## src/rtl/dram_seq_pkg.sv

```systemverilog
// Shared types for the DRAM bank sequencer.
package dram_seq_pkg;
    typedef enum logic [1:0] {
        OP_NOP = 2'b00,
        OP_ACT = 2'b01,
        OP_RD  = 2'b10,
        OP_PRE = 2'b11
    } dram_op_e;

    typedef enum logic [2:0] {
        ST_IDLE,
        ST_SEL,
        ST_TRP,
        ST_TRCD,
        ST_CL
    } seq_st_e;

    typedef enum logic [1:0] {
        PATH_HIT,
        PATH_EMPTY,
        PATH_CONFLICT
    } path_e;
endpackage

```

## src/rtl/dram_timing_cfg.sv

```systemverilog
// Timing field store. Holds CL, tRCD, tRP, tRAS and the command rate.
// A zero field is stored as one. While load_en is high the outputs show the
// incoming values, so a sequence that starts on the loading edge uses them.
// Assumes load_en is only raised while the sequencer is idle.
module dram_timing_cfg #(
    parameter int TW = 4
) (
    input  logic          clk,
    input  logic          rst_n,
    input  logic          load_en,
    input  logic [TW-1:0] cl_in,
    input  logic [TW-1:0] trcd_in,
    input  logic [TW-1:0] trp_in,
    input  logic [TW-1:0] tras_in,
    input  logic          cr2_in,
    output logic [TW-1:0] cl,
    output logic [TW-1:0] trcd,
    output logic [TW-1:0] trp,
    output logic [TW-1:0] tras,
    output logic [1:0]    cr
);
    localparam logic [TW-1:0] ONE = TW'(1);

    logic [TW-1:0] cl_q, trcd_q, trp_q, tras_q;
    logic [1:0]    cr_q;

    function automatic logic [TW-1:0] at_least_one(input logic [TW-1:0] v);
        return (v == '0) ? ONE : v;
    endfunction

    // Store the clamped fields on a load.
    always_ff @(posedge clk) begin
        if (!rst_n) begin
            cl_q   <= ONE;
            trcd_q <= ONE;
            trp_q  <= ONE;
            tras_q <= ONE;
            cr_q   <= 2'd1;
        end else if (load_en) begin
            cl_q   <= at_least_one(cl_in);
            trcd_q <= at_least_one(trcd_in);
            trp_q  <= at_least_one(trp_in);
            tras_q <= at_least_one(tras_in);
            cr_q   <= cr2_in ? 2'd2 : 2'd1;
        end
    end

    // Show the incoming values in the loading cycle, else the stored ones.
    always_comb begin
        cl   = load_en ? at_least_one(cl_in)   : cl_q;
        trcd = load_en ? at_least_one(trcd_in) : trcd_q;
        trp  = load_en ? at_least_one(trp_in)  : trp_q;
        tras = load_en ? at_least_one(tras_in) : tras_q;
        cr   = load_en ? (cr2_in ? 2'd2 : 2'd1) : cr_q;
    end
endmodule

```

## src/rtl/dram_gap_counter.sv

```systemverilog
// Down counter for a minimum command gap. Loading N at edge L makes
// 'expired' true before edge L+N, so an action taken on 'expired' lands
// at least N edges after the load. The counter stops at zero.
module dram_gap_counter #(
    parameter int W = 4
) (
    input  logic         clk,
    input  logic         rst_n,
    input  logic         load,
    input  logic [W-1:0] load_val,
    output logic         expired
);
    logic [W-1:0] cnt;

    // Load, or count down towards zero.
    always_ff @(posedge clk) begin
        if (!rst_n)           cnt <= '0;
        else if (load)        cnt <= load_val;
        else if (cnt != '0)   cnt <= cnt - W'(1);
    end

    // The gap is over once one or zero cycles remain.
    assign expired = (cnt <= W'(1));
endmodule

```

## src/rtl/dram_bank_seq.sv

```systemverilog
// Single-bank DRAM read sequencer. It accepts a row/column request, decides
// on hit, empty or conflict against the open row, and issues PRECHARGE,
// ACTIVATE and READ at the earliest legal edges. It then pulses rd_valid
// CL cycles after the READ. Assumes COL_W <= ROW_W (the column is
// zero-extended onto cmd_addr).
module dram_bank_seq
    import dram_seq_pkg::*;
#(
    parameter int ROW_W = 14,
    parameter int COL_W = 10,
    parameter int TW    = 4
) (
    input  logic             clk,
    input  logic             rst_n,
    input  logic             cfg_load,
    input  logic [TW-1:0]    cfg_cl,
    input  logic [TW-1:0]    cfg_trcd,
    input  logic [TW-1:0]    cfg_trp,
    input  logic [TW-1:0]    cfg_tras,
    input  logic             cfg_cr2,
    input  logic             req_valid,
    output logic             req_ready,
    input  logic [ROW_W-1:0] req_row,
    input  logic [COL_W-1:0] req_col,
    output logic             cmd_cs,
    output logic [1:0]       cmd_op,
    output logic [ROW_W-1:0] cmd_addr,
    output logic             rd_valid
);
    localparam int SW = TW + 4;

    seq_st_e          st, st_d;
    path_e            path_q, path_d;
    logic [ROW_W-1:0] row_q, open_row_q;
    logic [COL_W-1:0] col_q;
    logic             open_q;
    dram_op_e         op_q, op_d;
    logic [ROW_W-1:0] addr_d;
    logic             accept, fire, go_act, go_rd, go_pre;
    logic             step_ld, step_exp, ras_exp;
    logic [TW-1:0]    step_val;
    logic [TW-1:0]    cl, trcd, trp, tras;
    logic [1:0]       cr;

    assign req_ready = (st == ST_IDLE);
    assign cmd_op    = op_q;

    dram_timing_cfg #(.TW(TW)) u_cfg (
        .clk(clk), .rst_n(rst_n), .load_en(cfg_load && (st == ST_IDLE)),
        .cl_in(cfg_cl), .trcd_in(cfg_trcd), .trp_in(cfg_trp),
        .tras_in(cfg_tras), .cr2_in(cfg_cr2),
        .cl(cl), .trcd(trcd), .trp(trp), .tras(tras), .cr(cr)
    );

    // Gap between consecutive steps of one sequence.
    dram_gap_counter #(.W(TW)) u_step (
        .clk(clk), .rst_n(rst_n), .load(step_ld), .load_val(step_val),
        .expired(step_exp)
    );

    // Minimum open time of the row, started by each ACTIVATE.
    dram_gap_counter #(.W(TW)) u_ras (
        .clk(clk), .rst_n(rst_n), .load(go_act), .load_val(tras),
        .expired(ras_exp)
    );

    // Classify an incoming request against the open row.
    always_comb begin
        if (!open_q)                  path_d = PATH_EMPTY;
        else if (req_row == open_row_q) path_d = PATH_HIT;
        else                          path_d = PATH_CONFLICT;
    end

    // Step decisions: which command goes out this edge and what comes next.
    always_comb begin
        accept = 1'b0;
        fire   = 1'b0;
        go_act = 1'b0;
        go_rd  = 1'b0;
        go_pre = 1'b0;
        unique case (st)
            ST_IDLE: accept = req_valid;
            ST_SEL: if (step_exp) begin
                unique case (path_q)
                    PATH_HIT:      go_rd  = 1'b1;
                    PATH_EMPTY:    go_act = 1'b1;
                    default:       go_pre = ras_exp;
                endcase
            end
            ST_TRP:  go_act = step_exp;
            ST_TRCD: go_rd  = step_exp;
            ST_CL:   fire   = step_exp;
            default: ;
        endcase
    end

    // Command, next state and step-counter load for the chosen step.
    always_comb begin
        st_d     = st;
        op_d     = OP_NOP;
        addr_d   = '0;
        step_ld  = 1'b0;
        step_val = '0;
        if (accept) begin
            st_d     = ST_SEL;
            step_ld  = 1'b1;
            step_val = TW'(cr);
        end else if (go_pre) begin
            st_d     = ST_TRP;
            op_d     = OP_PRE;
            step_ld  = 1'b1;
            step_val = trp;
        end else if (go_act) begin
            st_d     = ST_TRCD;
            op_d     = OP_ACT;
            addr_d   = row_q;
            step_ld  = 1'b1;
            step_val = trcd;
        end else if (go_rd) begin
            st_d     = ST_CL;
            op_d     = OP_RD;
            addr_d   = ROW_W'(col_q);
            step_ld  = 1'b1;
            step_val = cl;
        end else if (fire) begin
            st_d     = ST_IDLE;
        end
    end

    // Sequence state and captured request.
    always_ff @(posedge clk) begin
        if (!rst_n) begin
            st     <= ST_IDLE;
            path_q <= PATH_EMPTY;
            row_q  <= '0;
            col_q  <= '0;
        end else begin
            st <= st_d;
            if (accept) begin
                path_q <= path_d;
                row_q  <= req_row;
                col_q  <= req_col;
            end
        end
    end

    // Open-row tracking: set by ACTIVATE, cleared by PRECHARGE.
    always_ff @(posedge clk) begin
        if (!rst_n) begin
            open_q     <= 1'b0;
            open_row_q <= '0;
        end else if (go_act) begin
            open_q     <= 1'b1;
            open_row_q <= row_q;
        end else if (go_pre) begin
            open_q     <= 1'b0;
        end
    end

    // Registered command bus and data strobe.
    always_ff @(posedge clk) begin
        if (!rst_n) begin
            op_q     <= OP_NOP;
            cmd_addr <= '0;
            cmd_cs   <= 1'b0;
            rd_valid <= 1'b0;
        end else begin
            op_q     <= op_d;
            cmd_addr <= addr_d;
            rd_valid <= fire;
            if (accept)            cmd_cs <= 1'b1;
            else if (st == ST_CL)  cmd_cs <= 1'b0;
        end
    end

    // Observation of command spacing, used only by the assertions below.
    logic [SW-1:0] since_act, since_pre, since_rd;
    logic [TW-1:0] act_trcd, act_tras, pre_trp, rd_cl;

    // Count cycles since each command and keep the gap that applied to it.
    always_ff @(posedge clk) begin
        if (!rst_n) begin
            since_act <= '1;
            since_pre <= '1;
            since_rd  <= '1;
            act_trcd  <= '0;
            act_tras  <= '0;
            pre_trp   <= '0;
            rd_cl     <= '0;
        end else begin
            since_act <= (op_q == OP_ACT) ? SW'(1) : ((since_act == '1) ? since_act : since_act + SW'(1));
            since_pre <= (op_q == OP_PRE) ? SW'(1) : ((since_pre == '1) ? since_pre : since_pre + SW'(1));
            since_rd  <= (op_q == OP_RD)  ? SW'(1) : ((since_rd  == '1) ? since_rd  : since_rd  + SW'(1));
            if (op_q == OP_ACT) begin
                act_trcd <= trcd;
                act_tras <= tras;
            end
            if (op_q == OP_PRE) pre_trp <= trp;
            if (op_q == OP_RD)  rd_cl   <= cl;
        end
    end


    cmd_needs_cs_chk: assert property (@(posedge clk) disable iff (!rst_n)
        (op_q != OP_NOP) |-> cmd_cs);

    read_row_open_chk: assert property (@(posedge clk) disable iff (!rst_n)
        (op_q == OP_RD) |-> open_q);

    rcd_gap_chk: assert property (@(posedge clk) disable iff (!rst_n)
        (op_q == OP_RD) |-> (since_act >= SW'(act_trcd)));

    rp_gap_chk: assert property (@(posedge clk) disable iff (!rst_n)
        (op_q == OP_ACT) |-> (since_pre >= SW'(pre_trp)));

    ras_gap_chk: assert property (@(posedge clk) disable iff (!rst_n)
        (op_q == OP_PRE) |-> (since_act >= SW'(act_tras)));

    data_latency_chk: assert property (@(posedge clk) disable iff (!rst_n)
        rd_valid |-> (since_rd == SW'(rd_cl)));

    strobe_single_chk: assert property (@(posedge clk) disable iff (!rst_n)
        rd_valid |=> !rd_valid);

    busy_after_accept_chk: assert property (@(posedge clk) disable iff (!rst_n)
        (req_valid && req_ready) |=> !req_ready);
endmodule

```

## config.mk

```make
export PLATFORM = sky130hd
export DESIGN_NAME = dram_bank_seq
export DESIGN_NICKNAME = d
export VERILOG_FILES = /design/src/rtl/dram_seq_pkg.sv /design/src/rtl/dram_timing_cfg.sv /design/src/rtl/dram_gap_counter.sv /design/src/rtl/dram_bank_seq.sv
export SDC_FILE = /design/constraint.sdc
export NUM_CORES = 1
export LEC_CHECK = 0
export BUFFER_PORTS_ARGS = -buffer_cell sky130_fd_sc_hd__buf_2
export CORE_ASPECT_RATIO = 1.5
export CORE_MARGIN = 2
export CORE_UTILIZATION = 55
export CTS_CLUSTER_DIAMETER = 150
export CTS_CLUSTER_SIZE = 28
export DETAILED_ROUTE_END_ITERATION = 10
export PLACE_DENSITY = 0.79
export SLEW_MARGIN = 5
export SYNTH_ARGS = -nofsm -noshare
export SYNTH_HDL_FRONTEND = slang
export SYNTH_SLANG_ARGS = --single-unit
```

## constraint.sdc

```tcl
create_clock -name clk -period 2.7 [get_ports clk]
set_clock_uncertainty 0.2 [all_clocks]
set_input_delay 0.27 -clock clk [delete_from_list [all_inputs] [get_ports clk]]
set_output_delay 0.27 -clock clk [all_outputs]
set_load 0.1 [all_outputs]
```

Yosys cells after proc, flatten, opt, wreduce, memory -nomap -nowiden
Index checks and enable logic that the tools add are counted.
{"block": "word_totals", "regBits": 88, "latch_bits": 0, "ram_bits": 0, "rom_bits": 0, "in_bits": 45, "out_inout_bits": 19, "word_cells": 99, "memories": 0}
{"block": "classes", "add_sub_neg": 2, "mul": 0, "div_mod_pow": 0, "order_cmp": 2, "n_eq_ne": 6, "shift": 0, "mux": 49, "bitwise_logic": 1, "n_reduce_logical": 20}
{"operator": "$mux W4", "n": 16}
{"operator": "$mux W1", "n": 18}
{"operator": "$mux W2", "n": 9}
{"operator": "$logic_not A4 Y1", "n": 4}
{"operator": "$eq A14 B14 Y1", "n": 1}
{"operator": "$mux W14", "n": 1}
{"operator": "$reduce_bool A4 Y1", "n": 3}
{"operator": "$mux W10", "n": 1}
{"operator": "$reduce_bool A2 Y1", "n": 5}
{"operator": "$le A4 B1 Y1 const B", "n": 2}
{"operator": "$sub A4 B1 Y4 const B", "n": 2}
{"operator": "$eq A3 B2 Y1 const B", "n": 2}
{"operator": "$mux W3", "n": 2}
{"operator": "$reduce_bool A5 Y1", "n": 1}
{"operator": "$pmux W1 S2", "n": 2}
{"operator": "$reduce_or A2 Y1", "n": 2}
{"operator": "$reduce_or A4 Y1", "n": 1}
{"operator": "$eq A3 B1 Y1 const B", "n": 1}
{"operator": "$eq A3 B3 Y1 const B", "n": 1}
{"operator": "$logic_not A3 Y1", "n": 1}
{"operator": "$reduce_or A3 Y1", "n": 1}
{"operator": "$eq A2 B1 Y1 const B", "n": 1}
{"operator": "$logic_not A2 Y1", "n": 1}
{"operator": "$logic_and A1 B1 Y1", "n": 1}
{"operator": "$not A1 Y1", "n": 1}

Logic depth before layout (Yosys ltp)
Gate-level depths: netlist (run 1).
{"block": "depth", "word_depth": 9, "depth_mapped": 8, "depth_no_buf": 6}

By module
A second synthesis (run 1) with hierarchy kept.
{"block": "hier_totals", "cells_unflattened": 414, "hier_area_um2": 3819.9}
{"mod": "dram_bank_seq", "n_inst": 1, "cells_each": 295, "area_per_inst_um2": 2508.7, "seq_area_each_um2": 1241.2}
{"mod": "dram_timing_cfg", "n_inst": 1, "cells_each": 67, "area_per_inst_um2": 800.8, "seq_area_each_um2": 360.3}
{"mod": "dram_gap_counter", "n_inst": 2, "cells_each": 26, "area_per_inst_um2": 255.2, "seq_area_each_um2": 80.1}

Worst setup path after synthesis (run 1)
Ideal clock, no wire load.
{"block": "synth_timing", "path_kind": "register -> register", "start": "reg st[0]", "end": "reg u_step.cnt[0]", "setup_ps": 136, "t_arrival_ps": 3542, "required_time_ps": 2364, "slack_ps": -1178, "stages_incl_launch_ff": 7, "n_path_buf": 2, "period_less_slack_ps": 3878, "cell_sequence": "dfxtp_1 > buf_6 > nor3_1 > nand2_1 > clkbuf_1 > o211ai_1 > a41oi_1"}
{"block": "synth_via", "elab_chain_len": 8, "elab_cells_between_ends": 23}
{"element": "start: declaration", "line": "dram_bank_seq.sv:32", "text": "seq_st_e st, st_d;"}
{"element": "start signal: assignment", "line": "dram_bank_seq.sv:138", "text": "st <= st_d;"}
{"element": "$logic_not A3 Y1 *"}
{"element": "named net req_ready", "line": "dram_bank_seq.sv:22", "text": "output logic req_ready,"}
{"element": "$logic_and A1 B1 Y1", "line": "dram_bank_seq.sv:49", "text": ".clk(clk), .rst_n(rst_n), .load_en(cfg_load && (st == ST_IDLE)),"}
{"element": "$mux W4"}
{"element": "$mux W4", "line": "dram_bank_seq.sv:119", "text": "end else if (go_rd) begin"}
{"element": "$mux W4", "line": "dram_bank_seq.sv:113", "text": "end else if (go_act) begin"}
{"element": "$mux W4", "line": "dram_bank_seq.sv:108", "text": "end else if (go_pre) begin"}
{"element": "$mux W4", "line": "dram_bank_seq.sv:104", "text": "if (accept) begin"}
{"element": "$mux W4", "line": "dram_gap_counter.sv:18", "text": "else if (load) cnt <= load_val;"}
{"element": "end signal: assignment", "line": "dram_gap_counter.sv:18"}
{"element": "end signal: assignment", "line": "dram_gap_counter.sv:19", "text": "else if (cnt != '0) cnt <= cnt - W'(1);"}
{"element": "end: declaration", "line": "dram_gap_counter.sv:13", "text": "logic [W-1:0] cnt;"}
Mark *: on every way through the listed nets, which the timed path passes. The rest lies on a longest branch.
A chain may end at the register's enable or synchronous reset.

Worst setup path in the final report (run 1)
{"block": "layout_timing", "start": "reg u_step.cnt[0]", "end": "reg cmd_addr[4]"}
{"block": "layout_via", "elab_chain_len": 5, "elab_cells_between_ends": 10}
{"element": "$le A4 B1 Y1 *", "line": "dram_gap_counter.sv:23", "text": "assign expired = (cnt <= W'(1));"}
{"element": "$mux W1", "line": "dram_bank_seq.sv:83", "text": "ST_SEL: if (step_exp) begin"}
{"element": "$pmux W1 S2", "line": "dram_bank_seq.sv:81", "text": "unique case (st)"}
{"element": "$mux W10", "line": "dram_bank_seq.sv:119"}
{"element": "$mux W14", "line": "dram_bank_seq.sv:113"}
{"element": "end signal: assignment", "line": "dram_bank_seq.sv:169", "text": "cmd_addr <= addr_d;"}
{"element": "end: declaration", "line": "dram_bank_seq.sv:27", "text": "output logic [ROW_W-1:0] cmd_addr,"}
Mark *: on every way between the ends. The rest lies on a longest branch, timed or not.

==> metrics, run 1 <==
Top FF cell, synth=dfxtp_1; router iterations before antenna repair=4; via/cell ratio=5.60; PwrDens=1040 nW/µm²; largest net degree at the start of global routing=50; worst-path maximum fanout=12; Internal Power=2.77 mW; Worst-Skew Late Latency=0.36 ns; Tot GR Track Use=0.270; synth warn=0; worst hold start=cfg_tras[2]; Post-synth EDFFs=0; die height=102 µm; CP startpoint kind=register; Placed Area=3940 µm²; Worst R2R Path Depth=8; DRT antenna net count=0; leakage=1.83 nW; syn avg cell area=8.48 µm²; clk slew on worst S/H paths=0.09 ns; TritonCTS clock tree=done; initial antenna violation count=0; r2r endpoint=cmd_addr[4]; Die ar.=7130 µm²; I/O pin count=64; Fin. Hold Viols=0; CTS buffer count=9; first-pass GRT wire length=15000 µm; Seq/Total Area, Yosys=0.496; Final setup viols=0; maximum buffer depth of the clock tree=2; Initial DRC Count=203; CTS sink count=88; WP data arrival=2.38 ns; worst hold path type=primary input to register; Cell Rows=35; CTS root buf=clkbuf_8; syn_nets=470; Total Wirelength=9210 µm; Slew headroom=0.547; RSZ-0062 raised after global routing=no; vias in the first global route=3309; worst-margin pin slew=0.677 ns; layout cells sized above 1=0.191; Area growth syn-to-layout=25.0%; grt ovf=0; Initial Util=0.575; Final TNS setup=0 ns; vias=3279; CORE AREA=6170 µm²; count of cell types in the netlist=43; # diodes=0; post-route cell area=4440 µm²; Hold Crit Endpoint=u_cfg.tras_q[2]; fillers=485; Avg WL per Cell=15.7 µm; Synth Instances=419; Buffers on Ports=63; Switch Pwr=1.87 mW; FFs w/ async S/R, synth=0; Fmax achieved=0.432 GHz; status=completed; RR Startpoint=u_step.cnt[0]; fin nets=558; Sw Share=0.403; H-tree depth=3; type of the worst setup path=register to register; Placer Congestion=0.924; Worst EP required=2.77 ns; Slew Viols, Final=0; Peak VDD IR=532 µV; R2R setup slack=0.38 ns; sequential power share=0.371; Post-CTS Setup Inserts=0; flip-flop and latch count after synthesis=88; minimum clock period=2.32 ns; Post-Syn Area=3550 µm²; Post-DP HPWL=6150 µm; drt drc=0; maxcap violations=0; period utilization=0.858; clock power share=0.221; Comb power frac=0.408; DIE WIDTH=69.6 µm; hold path cells=3; Crit. End Element=register
==> per-layer routing <==
metal | routed length (µm) | share of wire | GRT usage
met1 | 3330 | 0.36 | 0.281
met4 | 490 | 0.053 | 0.167
met3 | 433 | 0.047 | 0.0513
met5 | 0 | 0 | 0
met2 | 4960 | 0.54 | 0.502
==> registers in the layout (all words and copies together), names as in the netlist <==
register and count:
open_row_q 14, u_ras.cnt 4, u_cfg.cr_q 2, path_q 2, u_step.cnt 4, cmd_addr 14, u_cfg.trcd_q 4, row_q 14
st 3, rd_valid 1, cmd_cs 1, u_cfg.tras_q 4, u_cfg.cl_q 4, u_cfg.trp_q 4, cmd_op 2, col_q 10
open_q 1
==> metrics by stage <==
step	util	std cells	setup WS, ns	hold WS [ns]	power (mW)
detailed placement	0.638	543	0.467	0.248	3.57
global placement	0.638	543	0.530	0.243	3.53
finish	0.719	586	0.384	0.0113	4.64
floorplan	-	419	0.372	0.206	3.13
global route	0.719	586	0.243	0.0316	4.91
CTS	0.719	586	0.412	0.00708	4.62
==> synthesized netlist by cell type (all sizes together) (2+ instances only) <==
| cell type | n | area [µm²] |
|---|---|---|
| clkbuf | 14 | 52.6 |
| dfxtp | 88 | 1760 |
| o21a | 3 | 22.5 |
| o211ai | 4 | 30.0 |
| nor2 | 32 | 120 |
| o22ai | 2 | 12.5 |
| nand2 | 102 | 383 |
| nor3 | 9 | 45.0 |
| o311a | 2 | 20.0 |
| nand4 | 2 | 12.5 |
| buf | 10 | 62.6 |
| inv | 7 | 26.3 |
| xnor2 | 13 | 114 |
| and3 | 3 | 18.8 |
| a211oi | 2 | 15.0 |
| nor4 | 2 | 12.5 |
| ha | 6 | 75.1 |
| nor2b | 3 | 18.8 |
| mux2i | 14 | 140 |
| o21ai | 8 | 40.0 |
| and2 | 2 | 12.5 |
| nor4b | 2 | 32.5 |
| or2 | 3 | 18.8 |
| or3 | 3 | 18.8 |
| nand3 | 5 | 25.0 |
| xor2 | 5 | 43.8 |
| a21oi | 59 | 295 |
| o311ai | 2 | 17.5 |
==> critical path: stages (launching register included) <==
cell,delay [ns]
dfxtp_1,0.35
inv_1,0.10
ha_1,0.21
o21ai_0,0.10
buf_4,0.17
nor2_1,0.54
buf_4,0.32
nand2_1,0.09
a21oi_1,0.15
==> cells in the final DEF (no fill, tap or decap), types with 4 or more instances in the layout <==
cell,synthesis,routed
nor3_1,9,8
mux2i_1,14,14
buf_2,8,63
clkbuf_8,0,10
inv_1,7,7
xnor2_1,13,13
nand2_1,102,102
dlygate4sd3_1,0,27
dfxtp_1,88,88
a21oi_1,59,59
buf_4,0,11
ha_1,6,6
o211ai_1,4,4
o21ai_0,7,7
nand3_1,5,5
nor2_1,32,32
xor2_1,5,5
==> power groups by stage <==
stage | Clock (mW) | Sequential (mW) | Combinational [mW]
finish | 1.02 | 1.72 | 1.89
global route | 1.08 | 1.75 | 2.07
CTS | 1.03 | 1.72 | 1.88
detailed placement | 0 | 1.74 | 1.83
global placement | 0 | 1.73 | 1.79
floorplan | 0 | 1.82 | 1.31
==> logic make-up (layout without fill, tap and decap cells) <==
| logic type | count (synthesis) | in the layout | synth area share |
|---|---|---|---|
| and+or+nand+nor | 169 | 169 | 0.205 |
| adders and majority gates | 6 | 6 | 0.0211 |
| DFF | 88 | 88 | 0.496 |
| muxes | 15 | 15 | 0.0426 |
| buffers and inverters | 32 | 125 | 0.0409 |
| AOI/OAI and AO/OA | 91 | 91 | 0.150 |
| xor gates and xnor gates | 18 | 18 | 0.0444 |
==> final cells by class <==
cell class                 instances  area, µm²  share of cell area
clock buffer                      10        138              0.0310
timing repair buffer             101        668               0.151
clock inverter                     6       92.6              0.0209
sequential                        88       1760               0.397
multi-input combinational        299       1660               0.373
tap                               74       92.6              0.0209
inverter                           8       30.0             0.00676
==> worst max-delay path by stage <==
stage	slack [ns]	cells past startpoint	endpoint	startpoint
finish	0.38	8	cmd_addr[4]	u_step.cnt[0]
global route	0.24	8	cmd_addr[4]	u_step.cnt[0]
CTS	0.41	6	cmd_addr[4]	st[0]
detailed placement	0.47	8	cmd_addr[4]	u_step.cnt[0]
global placement	0.53	8	cmd_addr[13]	u_step.cnt[0]
floorplan	0.37	6	u_step.cnt[0]	st[0]
==> what timing repair did <==
item | in CTS | in global routing
gates resized for setup | 0 | 0
hold buffers | 27 | 0
endpoints found under the hold margin | 27 | 0
Note: power is estimated with default switching activity, not from simulation.
==> run 2, diff against run 1 <==
Settings changed: CORE_UTILIZATION 55 to 59, PLACE_DENSITY 0.79 to 0.84.
Clock period 2.7 ns to 2.85 ns, I/O delays scaled along.
==> metrics, run 2 (synthesized netlist as in run 1, its figures left out) <==
RSZ-0062 raised after global routing=no; GR met3 Demand/Resource=0.0685 (+0.0172); Area growth syn-to-layout=22.3%; total power=4.22 mW (-8.9%); most common cell after layout, fill and taps aside=nand2_1; Worst EP required=2.90 ns (+0.13 ns); Total Wirelength=8840 µm (-4.0%); Worst-Skew Late Latency=0.36 ns (about the same); # diodes=0 (unchanged); Die ar.=6670 µm² (-6.5%); Placer Congestion=0.906 (-1.9%); biggest regs=cmd_addr (14), open_row_q (14), row_q (14); CORE AREA=5830 µm² (-5.6%); period utilization=0.845 (-0.0129); Resized Gates After CTS=0 (unchanged); gr busiest metal=met2; layout cells sized above 1=0.186 (-0.00527); Tot GR Track Use=0.284 (+0.0137); leakage=1.80 nW (-2.0%); largest net degree at the start of global routing=47 (-6.0%); Slew headroom=0.434 (-0.113); TritonCTS clock tree=done; worst-path maximum fanout=13 (+1); Buffers on Ports=63 (unchanged); router iterations before antenna repair=5 (+1); fin worst setup slack=0.442 ns (+0.0581 ns); vias=3207 (-2.2%); DRT antenna net count=0 (unchanged); drt drc=0 (unchanged); GR Util met1=0.285 (+0.00485); worst-margin pin slew=0.846 ns (+0.170 ns); Fin. Hold Viols=0 (unchanged); most frequent cells in the layout=nand2_1, dfxtp_1, buf_2, a21oi_1, nor2_1; Initial Util=0.609 (+0.0342); CP startpoint kind=register; Peak VDD IR=565 µV (+6.3%); met2 GRT Util=0.518 (+0.0157); vias in the first global route=3209 (-3.0%); worst hold path type=primary input to register; CTS sink count=88 (unchanged); Post-Layout Cell Count=577 (-1.5%); Post-DP HPWL=5900 µm (-4.1%); clk slew on worst S/H paths=0.08 ns (about the same); type of the worst setup path=register to register; final core area utilization=0.745 (+0.0262); status=completed; first-pass GRT wire length=14200 µm (-5.2%); PwrDens=973 nW/µm² (-6.9%); Cell Rows=34 (-2.9%); fin nets=552 (-1.1%); Avg WL per Cell=15.3 µm (-2.5%); DIE WIDTH=67.4 µm (-3.2%); Fmax achieved=0.415 GHz (-3.8%); grt ovf=0 (unchanged); minimum clock period=2.41 ns (+0.0919 ns); initial antenna violation count=0 (unchanged); Slew Viols, Final=0 (unchanged); Crit. End Element=register; WP data arrival=2.46 ns (+0.08 ns); via/cell ratio=5.56 (-0.67%); die height=99.0 µm (-3.3%); Final TNS setup=0 ns (unchanged); Post-Place Cells=538 (-0.92%); maximum buffer depth of the clock tree=2 (unchanged); pre-CTS setup slack=0.464 ns (-0.00247 ns); CTS buffer count=9 (unchanged); maxcap violations=0 (unchanged); H-tree depth=3 (unchanged); Final setup viols=0 (unchanged); CTS root buf=clkbuf_8; Initial DRC Count=214 (+5.4%); I/O pin count=64 (unchanged)
## run 2: changes by cell type in the layout (fill, tap and decap cells not counted)
cell / delta
nor3_2: +1
bufinv_16: -1
clkinv_2: +2
buf_4: -3
clkinvlp_4: -2
nor3_4: -1
dlygate4sd3_1: -3
## run 2: final timing paths
path	to	cells after the start	slack [ns]	from
worst min register to register	row_q[8]	2	0.26	row_q[8]
worst max register to register	u_step.cnt[3]	6	0.44	u_step.cnt[0]
worst max-delay path	u_step.cnt[3]	6	0.44	u_step.cnt[0]
worst min-delay path	u_cfg.tras_q[3]	3	0.007	cfg_tras[3]
## run 2: where the power goes
group | internal (mW) | total (mW) | switching, mW
logic | 0.599 | 1.74 | 1.14
registers | 1.46 | 1.62 | 0.159
clock network | 0.424 | 0.860 | 0.436
## run 2: stage by stage
stage | area, µm² | hold slack, ns
after floorplan | 3560 | 0.221
after global placement | 3910 | 0.243
after detailed placement | 3910 | 0.248
after CTS | 4340 | 0.00171
after global routing | 4340 | 0.0146
final | 4340 | 0.00749
## run 2: metal layers
metal	vias up	routed length [µm]
met3	36	414
li1	1577	-
met4	0	350
met2	104	4840
met5	-	0
met1	1490	3230
## run 2: area by class of cell
class                   instances  area [µm²]
clock buffers                  10         138
well taps                      72        90.1
repair buffers                 95         616
flip-flops and latches         88        1760
inverters                       8        30.0
fillers                       436        1490
multi-input cells             299        1650
clock inverters                 5        57.6
## run 2: timing repair
| action | 4_1_cts | 5_1_grt |
|---|---|---|
| buffers inserted | 0 | 0 |
| endpoints found under the hold margin | 24 | 0 |
| hold buffers | 24 | 0 |
## run 2: worst max-delay path, stage by stage (launching register included)
cell	delay, ns
dfxtp_1	0.39
inv_1	0.09
ha_1	0.24
o21ai_0	0.55
or2_2	0.40
nor2_1	0.09
o311a_1	0.34
